[src/rtl/spi_regxfer_pkg.sv]
package spi_regxfer_pkg;
  localparam int          BYTE_W   = 8;
  localparam logic [7:0]  PRE_LEAD = 8'h00;
  localparam logic [7:0]  PRE_SYNC = 8'hFF;
  localparam logic [7:0]  ACK_LO   = 8'h62;
  localparam logic [7:0]  ACK_HI   = 8'h9D;
  localparam logic [7:0]  OPC_WR   = 8'h00;
  localparam logic [7:0]  OPC_RD   = 8'h01;
  localparam int          PRE_LEN  = 4;

  typedef enum logic [1:0] {
    ST_IDLE,
    ST_LOAD,
    ST_SHIFT,
    ST_FINISH
  } seq_state_e;
endpackage

[src/rtl/spi_regxfer_tick.sv]
module spi_regxfer_tick #(
  parameter int DIV = 4
) (
  input  logic clk,
  input  logic rst_n,
  input  logic run,
  output logic tick
);
  localparam int CW = (DIV > 1) ? $clog2(DIV) : 1;
  localparam logic [CW-1:0] LAST = CW'(DIV - 1);

  logic [CW-1:0] cnt_q, cnt_d;

  assign tick = run && (cnt_q == LAST);

  always_comb begin
    cnt_d = cnt_q;
    if (!run)      cnt_d = '0;
    else if (tick) cnt_d = '0;
    else           cnt_d = cnt_q + 1'b1;
  end

  always_ff @(posedge clk or negedge rst_n) begin
    if (!rst_n) cnt_q <= '0;
    else        cnt_q <= cnt_d;
  end

  generate
    if (DIV > 1) begin : g_spacing
      assert_tick_spacing_R10: assert property (@(posedge clk) disable iff (!rst_n)
        tick |=> !tick);
    end
  endgenerate
endmodule

[src/rtl/spi_regxfer_shift.sv]
module spi_regxfer_shift
  import spi_regxfer_pkg::*;
(
  input  logic              clk,
  input  logic              rst_n,
  input  logic              load,
  input  logic [BYTE_W-1:0] tx_byte,
  input  logic              tick,
  input  logic              miso,
  output logic              busy,
  output logic              sclk,
  output logic              mosi,
  output logic              byte_done,
  output logic [BYTE_W-1:0] rx_byte
);
  localparam int BW = $clog2(BYTE_W);
  localparam logic [BW-1:0] LAST_BIT = BW'(BYTE_W - 1);

  logic              busy_q, busy_d;
  logic              phase_q, phase_d;
  logic [BW-1:0]     bit_q, bit_d;
  logic [BYTE_W-1:0] tx_q, tx_d;
  logic [BYTE_W-1:0] rx_q, rx_d;
  logic              done_q, done_d;

  always_comb begin
    busy_d  = busy_q;
    phase_d = phase_q;
    bit_d   = bit_q;
    tx_d    = tx_q;
    rx_d    = rx_q;
    done_d  = 1'b0;
    if (load) begin
      busy_d  = 1'b1;
      phase_d = 1'b0;
      bit_d   = '0;
      tx_d    = tx_byte;
    end else if (busy_q && tick) begin
      if (!phase_q) begin
        phase_d = 1'b1;
        rx_d    = {rx_q[BYTE_W-2:0], miso};
      end else begin
        phase_d = 1'b0;
        if (bit_q == LAST_BIT) begin
          busy_d = 1'b0;
          done_d = 1'b1;
        end else begin
          bit_d = bit_q + 1'b1;
          tx_d  = {tx_q[BYTE_W-2:0], 1'b0};
        end
      end
    end
  end

  always_ff @(posedge clk or negedge rst_n) begin
    if (!rst_n) begin
      busy_q  <= 1'b0;
      phase_q <= 1'b0;
      bit_q   <= '0;
      tx_q    <= '0;
      rx_q    <= '0;
      done_q  <= 1'b0;
    end else begin
      busy_q  <= busy_d;
      phase_q <= phase_d;
      bit_q   <= bit_d;
      tx_q    <= tx_d;
      rx_q    <= rx_d;
      done_q  <= done_d;
    end
  end

  assign busy      = busy_q;
  assign sclk      = phase_q;
  assign mosi      = tx_q[BYTE_W-1];
  assign byte_done = done_q;
  assign rx_byte   = rx_q;

  assert_sclk_moves_on_tick_R10: assert property (@(posedge clk) disable iff (!rst_n)
    (!tick && !load) |=> $stable(sclk));
  assert_sclk_only_busy_R7: assert property (@(posedge clk) disable iff (!rst_n)
    sclk |-> busy);
endmodule

[src/rtl/spi_regxfer_seq.sv]
module spi_regxfer_seq
  import spi_regxfer_pkg::*;
#(
  parameter int MAX_LEN = 128,
  parameter int LEN_W   = 8,
  parameter int AW      = 7
) (
  input  logic              clk,
  input  logic              rst_n,
  input  logic              start,
  input  logic [7:0]        op_code,
  input  logic [7:0]        reg_idx,
  input  logic [LEN_W-1:0]  byte_len,
  output logic [AW-1:0]     wr_addr,
  input  logic [7:0]        wr_data,
  input  logic              sh_done,
  input  logic [BYTE_W-1:0] sh_rx,
  output logic              sh_load,
  output logic [BYTE_W-1:0] sh_tx,
  output logic              rd_valid,
  output logic [AW-1:0]     rd_addr,
  output logic [7:0]        rd_data,
  output logic              cs_n,
  output logic              done,
  output logic              error
);
  localparam int IW = LEN_W + 1;
  localparam logic [IW-1:0] PRE_W = IW'(PRE_LEN);

  seq_state_e      st_q, st_d;
  logic [IW-1:0]   idx_q, idx_d;
  logic [LEN_W-1:0] len_q, len_d;
  logic [7:0]      reg_q, reg_d;
  logic            rd_q, rd_d;
  logic            cs_q, cs_d;
  logic            err_q, err_d;
  logic            bad_q, bad_d;
  logic            rdv_q, rdv_d;
  logic [AW-1:0]   rda_q, rda_d;
  logic [7:0]      rdd_q, rdd_d;

  logic            req_ok;
  logic            last_byte;
  logic [IW-1:0]   pidx;

  assign req_ok    = ((op_code == OPC_WR) || (op_code == OPC_RD)) &&
                     (byte_len <= LEN_W'(MAX_LEN));
  assign last_byte = (idx_q == (IW'(len_q) + PRE_W - 1'b1));
  assign pidx      = idx_q - PRE_W;
  assign wr_addr   = pidx[AW-1:0];

  always_comb begin
    case (idx_q)
      IW'(0):  sh_tx = PRE_LEAD;
      IW'(1):  sh_tx = PRE_SYNC;
      IW'(2):  sh_tx = reg_q;
      IW'(3):  sh_tx = rd_q ? OPC_RD : OPC_WR;
      default: sh_tx = rd_q ? 8'h00 : wr_data;
    endcase
  end

  always_comb begin
    st_d    = st_q;
    idx_d   = idx_q;
    len_d   = len_q;
    reg_d   = reg_q;
    rd_d    = rd_q;
    cs_d    = cs_q;
    err_d   = err_q;
    bad_d   = bad_q;
    rdv_d   = 1'b0;
    rda_d   = rda_q;
    rdd_d   = rdd_q;
    sh_load = 1'b0;
    case (st_q)
      ST_IDLE: begin
        if (start) begin
          if (req_ok) begin
            len_d = byte_len;
            reg_d = reg_idx;
            rd_d  = (op_code == OPC_RD);
            idx_d = '0;
            cs_d  = 1'b0;
            err_d = 1'b0;
            bad_d = 1'b0;
            st_d  = ST_LOAD;
          end else begin
            err_d = 1'b1;
            st_d  = ST_FINISH;
          end
        end
      end
      ST_LOAD: begin
        sh_load = 1'b1;
        st_d    = ST_SHIFT;
      end
      ST_SHIFT: begin
        if (sh_done) begin
          if ((idx_q == IW'(2)) && (sh_rx != ACK_LO)) bad_d = 1'b1;
          if ((idx_q == IW'(3)) && (sh_rx != ACK_HI)) bad_d = 1'b1;
          if (rd_q && (idx_q >= PRE_W)) begin
            rdv_d = 1'b1;
            rda_d = pidx[AW-1:0];
            rdd_d = sh_rx;
          end
          if (last_byte) begin
            cs_d  = 1'b1;
            err_d = bad_d;
            st_d  = ST_FINISH;
          end else begin
            idx_d = idx_q + 1'b1;
            st_d  = ST_LOAD;
          end
        end
      end
      ST_FINISH: st_d = ST_IDLE;
      default:   st_d = ST_IDLE;
    endcase
  end

  always_ff @(posedge clk or negedge rst_n) begin
    if (!rst_n) begin
      st_q  <= ST_IDLE;
      idx_q <= '0;
      len_q <= '0;
      reg_q <= '0;
      rd_q  <= 1'b0;
      cs_q  <= 1'b1;
      err_q <= 1'b0;
      bad_q <= 1'b0;
      rdv_q <= 1'b0;
      rda_q <= '0;
      rdd_q <= '0;
    end else begin
      st_q  <= st_d;
      idx_q <= idx_d;
      len_q <= len_d;
      reg_q <= reg_d;
      rd_q  <= rd_d;
      cs_q  <= cs_d;
      err_q <= err_d;
      bad_q <= bad_d;
      rdv_q <= rdv_d;
      rda_q <= rda_d;
      rdd_q <= rdd_d;
    end
  end

  assign cs_n     = cs_q;
  assign done     = (st_q == ST_FINISH);
  assign error    = err_q;
  assign rd_valid = rdv_q;
  assign rd_addr  = rda_q;
  assign rd_data  = rdd_q;

  assert_done_single_R8: assert property (@(posedge clk) disable iff (!rst_n)
    done |=> !done);
  assert_done_cs_high_R8: assert property (@(posedge clk) disable iff (!rst_n)
    done |-> cs_n);
  assert_rd_strobe_read_only_R5: assert property (@(posedge clk) disable iff (!rst_n)
    rd_valid |-> rd_q);
  assert_request_frozen_R9: assert property (@(posedge clk) disable iff (!rst_n)
    (!cs_n && st_q != ST_IDLE) |=> ($stable(reg_q) && $stable(rd_q) && $stable(len_q)));
  assert_error_held_R8: assert property (@(posedge clk) disable iff (!rst_n)
    (st_q == ST_IDLE && !start) |=> $stable(error));
endmodule

[src/rtl/spi_regxfer.sv]
module spi_regxfer
  import spi_regxfer_pkg::*;
#(
  parameter int CLK_DIV = 4,
  parameter int MAX_LEN = 128,
  parameter int LEN_W   = 8,
  parameter int AW      = $clog2(MAX_LEN)
) (
  input  logic             clk,
  input  logic             rst_n,
  input  logic             start,
  input  logic [7:0]       op_code,
  input  logic [7:0]       reg_idx,
  input  logic [LEN_W-1:0] byte_len,
  output logic [AW-1:0]    wr_addr,
  input  logic [7:0]       wr_data,
  output logic             rd_valid,
  output logic [AW-1:0]    rd_addr,
  output logic [7:0]       rd_data,
  output logic             done,
  output logic             error,
  output logic             sclk,
  output logic             mosi,
  output logic             cs_n,
  input  logic             miso
);
  logic [1:0]        rst_sync_q;
  logic              rst_i_n;
  logic              tick;
  logic              sh_busy;
  logic              sh_load;
  logic              sh_done;
  logic [BYTE_W-1:0] sh_tx;
  logic [BYTE_W-1:0] sh_rx;

  always_ff @(posedge clk or negedge rst_n) begin
    if (!rst_n) rst_sync_q <= 2'b00;
    else        rst_sync_q <= {rst_sync_q[0], 1'b1};
  end
  assign rst_i_n = rst_sync_q[1];

  spi_regxfer_tick #(.DIV(CLK_DIV)) u_tick (
    .clk   (clk),
    .rst_n (rst_i_n),
    .run   (sh_busy),
    .tick  (tick)
  );

  spi_regxfer_shift u_shift (
    .clk       (clk),
    .rst_n     (rst_i_n),
    .load      (sh_load),
    .tx_byte   (sh_tx),
    .tick      (tick),
    .miso      (miso),
    .busy      (sh_busy),
    .sclk      (sclk),
    .mosi      (mosi),
    .byte_done (sh_done),
    .rx_byte   (sh_rx)
  );

  spi_regxfer_seq #(.MAX_LEN(MAX_LEN), .LEN_W(LEN_W), .AW(AW)) u_seq (
    .clk      (clk),
    .rst_n    (rst_i_n),
    .start    (start),
    .op_code  (op_code),
    .reg_idx  (reg_idx),
    .byte_len (byte_len),
    .wr_addr  (wr_addr),
    .wr_data  (wr_data),
    .sh_done  (sh_done),
    .sh_rx    (sh_rx),
    .sh_load  (sh_load),
    .sh_tx    (sh_tx),
    .rd_valid (rd_valid),
    .rd_addr  (rd_addr),
    .rd_data  (rd_data),
    .cs_n     (cs_n),
    .done     (done),
    .error    (error)
  );

  assert_sclk_low_when_deselected_R7: assert property (@(posedge clk) disable iff (!rst_i_n)
    cs_n |-> !sclk);
  assert_cs_release_clean_R7: assert property (@(posedge clk) disable iff (!rst_i_n)
    $rose(cs_n) |-> (!sclk && !sh_busy));
endmodule

[config.mk]
export PLATFORM = sky130hd
export DESIGN_NAME = spi_regxfer
export DESIGN_NICKNAME = d
export VERILOG_FILES = /design/src/rtl/spi_regxfer_pkg.sv /design/src/rtl/spi_regxfer_tick.sv /design/src/rtl/spi_regxfer_shift.sv /design/src/rtl/spi_regxfer_seq.sv /design/src/rtl/spi_regxfer.sv
export SDC_FILE = /design/constraint.sdc
export NUM_CORES = 1
export LEC_CHECK = 0
export BUFFER_PORTS_ARGS = -buffer_cell sky130_fd_sc_hd__buf_2
export CELL_PAD_IN_SITES_DETAIL_PLACEMENT = 1
export CELL_PAD_IN_SITES_GLOBAL_PLACEMENT = 2
export CORE_MARGIN = 2
export CORE_UTILIZATION = 36
export DETAILED_ROUTE_END_ITERATION = 7
export GPL_ROUTABILITY_DRIVEN = 0
export GPL_TIMING_DRIVEN = 0
export PLACE_DENSITY_LB_ADDON = 0.1
export SYNTH_ARGS = -nofsm -noshare
export SYNTH_HDL_FRONTEND = slang
export SYNTH_SLANG_ARGS = --single-unit
[constraint.sdc]
create_clock -name clk -period 2.95 [get_ports clk]
set_input_delay 0.1475 -clock clk [delete_from_list [all_inputs] [get_ports clk]]
set_output_delay 0.1475 -clock clk [all_outputs]
set_load 0.005 [all_outputs]
==> reports/metrics.cfg <==
[sta]
max_freq_mhz=383.4
finalSetupTns_ns=0
worst_hold_slack_ns=0.02336
fin_crit_sh=0.8842
finalHoldViolations=0
setup_viol_count_final=0
fin_crit_ns=2.608
slew_headroom=0.2681
skew_ns=0.01087
final_max_slew_viol_count=0
max_slew.worst_pin.slew_ns=1.090
grt_setup_unrepaired=no

[grt]
grt_pass1_vias=2982
grt_max_degree=38
grt_pass1_wl_mm=15.12
grt_usage=0.1726
grt.overflow.total=0
antenna_found_initial=0

[pwr]
leakagePower_nw=2.151
power_mw=3.412
p_per_area_nw_per_um2=757.2
ir_drop_mv=0.2951

[synthesis]
synth-seq-cells=73
yosysUniqueCellTypes=58
synth.net_count=396
yosysWarnings=0
async_flop_share=1.000
synth_top_cell_by_area=dfrtp_1
synth_cells=348
synth_edf_count=0
synthesis.area_um2=3784
yosysSeqAreaShare=0.4831
synthTopCellsByArea=dfrtp_1, mux2_2, ha_1, a21oi_1, mux2_4
ys.flop_type=dfrtp_1
syn_area_per_cell_um2=10.87
synth_top_area_share=0.4762

[placed_design]
portBuffers=63
place_hpwl_mm=6.802
dp_cells=548

[clocking]
clockRootBuffer=clkbuf_8
tritoncts=yes
worstSkewPairLatency_ns=0.35
cts_buffer_depth=2
cts_resized=0
post-cts-setup-buffers=0
cts_sinks=73
cts_max_level=3
clk_pin_slew_worst_paths_ns=0.08
numCtsBuffers=9

[route]
remaining_drc_errors=0
wirelength_mm=9.152
via_count=2896
dr.first_iter.drc_count=84
routedWlPerCell_um=16.20
postRouteAntennaNets=0
vias_per_cell=5.126
dr.pass1.iters=4

[critical_path]
arrival_ns=2.88
path_class=reg2reg
end_kind=register
critPathLaunchType=register
rrSetupSlack_ns=0.34
cp_slowest_cell=dfrtp_1
startpoint=u_seq.len_q[0]$_DFFE_PN0P_
critPathMaxFanout=10
r2r-start=u_seq.len_q[0]$_DFFE_PN0P_
r2r_cells=9
cp_slowest_stage_delay_ns=0.44
cp.required_ns=3.23
worstPathCellList=inv_1 > ha_1 > nor4_1 > a31oi_1 > a2111o_1 > nor3_1 > buf_2 > o21ai_0 > a21oi_1
crit_path_end=u_seq.idx_q[5]$_DFFE_PN0P_
r2r-end=u_seq.idx_q[5]$_DFFE_PN0P_

[final_layout]
finalNonFillerCells=565
area_delta_synth_final_pct=19.11
diodes=0
most-common-layout-cells=dfrtp_1, buf_2, mux2_2
final_util=0.4385
final_common_cell=dfrtp_1
final_nets=472
final_layout_size_suffix_gt1_frac=0.3287

[status]
status=complete, no violations

[job]
maxCapViolCount=0

[floorplanning]
design.core.area_um2=10280
ios=64
die_area_um2=11350
row_count=37
die_h_um=106.5
start_util=0.3682
die_w_um=106.5

[hold_path]
hold_class=in2reg

[power by group]
group | switching (mW) | total (mW) | leakage, nW | internal, mW
clock | 0.392 | 0.807 | 0.0949 | 0.415
sequential | 0.199 | 1.40 | 0.968 | 1.20
combinational | 0.684 | 1.21 | 1.09 | 0.521
total | 1.28 | 3.41 | 2.15 | 2.14
[through the flow]
step	worst slack, ns	area, um2
5_1_grt	0.07246	4507
3_5_place_dp	0.3313	4293
2_1_floorplan	0.7613	3784
6_report	0.3417	4507
4_1_cts	0.3293	4507
3_3_place_gp	-0.1844	4269
[layer usage]
layer,vias to the layer above,global-route usage,wire (um),share of wire
met4,0,0.06494,192,0.021
met2,54,0.2729,4317,0.47
met5,-,0,0,0
met3,17,0.05028,413,0.045
li1,1400,-,-,-
met1,1425,0.2246,4228,0.46
[cells in the mapped netlist, types with 6 or more instances]
master and count:
a21oi_1 25, buf_2 6, dfrtp_1 72, ha_1 12, inv_1 14, mux2_2 35, mux2_4 8, nand2_1 21
nand3_1 10, nor2_1 18, nor3_1 8, o21ai_0 22, xnor2_1 6
[how the worst min path moves through the flow]
stage	from	endpoint	slack (ns)	cells after the start
final	reg_idx[7]	u_seq.reg_q[7]$_DFFE_PN0P_	0.02	2
after global routing	reg_idx[7]	u_seq.reg_q[7]$_DFFE_PN0P_	0.003	2
after CTS	reg_idx[7]	u_seq.reg_q[7]$_DFFE_PN0P_	0.006	2
after detailed placement	rst_n	rst_sync_q[0]$_DFF_PN0_	-0.07	1
after global placement	rst_n	rst_sync_q[0]$_DFF_PN0_	-0.07	1
after floorplan	rst_n	rst_sync_q[0]$_DFF_PN0_	-0.15	0
[registers in the layout, indices dropped and copies added (netlist names), 2 cells and up]
name,count
rst_sync_q,2
u_shift.rx_byte,8
u_seq.rd_addr,7
u_seq.len_q,8
u_seq.reg_q,8
u_shift.bit_q,3
u_shift.tx_q,8
u_tick.cnt_q,2
u_seq.st_q,2
u_seq.rd_data,8
u_seq.idx_q,9
[cells by family after synthesis]
family,after synthesis,share of synthesized area
multiplexers,49,0.1528
flip-flops,73,0.4831
adder cells (fa/ha/maj),12,0.03968
AO/OA/AOI/OAI,72,0.1154
other,1,0.0009911
AND/OR/NAND/NOR,99,0.1429
buffers and inverters,31,0.03968
XOR/XNOR,11,0.02546
[timing repair]
item	CTS	global route
hold buffers	1	0
setup endpoints to repair	0	0
hold endpoints to repair	2	0
[area by class of cell]
type	instances	area (um2)
plain buffers	17	97.59
clock buffers	10	137.6
clock inverters	6	66.31
fillers	1150	5771
inverters	14	52.55
multi-input cells	244	1805
flip-flops and latches	73	1832
well taps	136	170.2
repair buffers	65	345.3
[worst max-delay path: cells and delay by family (launching register included)]
kind | cells | cell delay, ns
buffers and inverters | 2 | 0.37
flip-flops | 1 | 0.44
AND/OR/NAND/NOR | 2 | 0.76
AO/OA/AOI/OAI | 4 | 0.73
adder cells (fa/ha/maj) | 1 | 0.25
No activity file was read; power rests on OpenSTA's default activity.
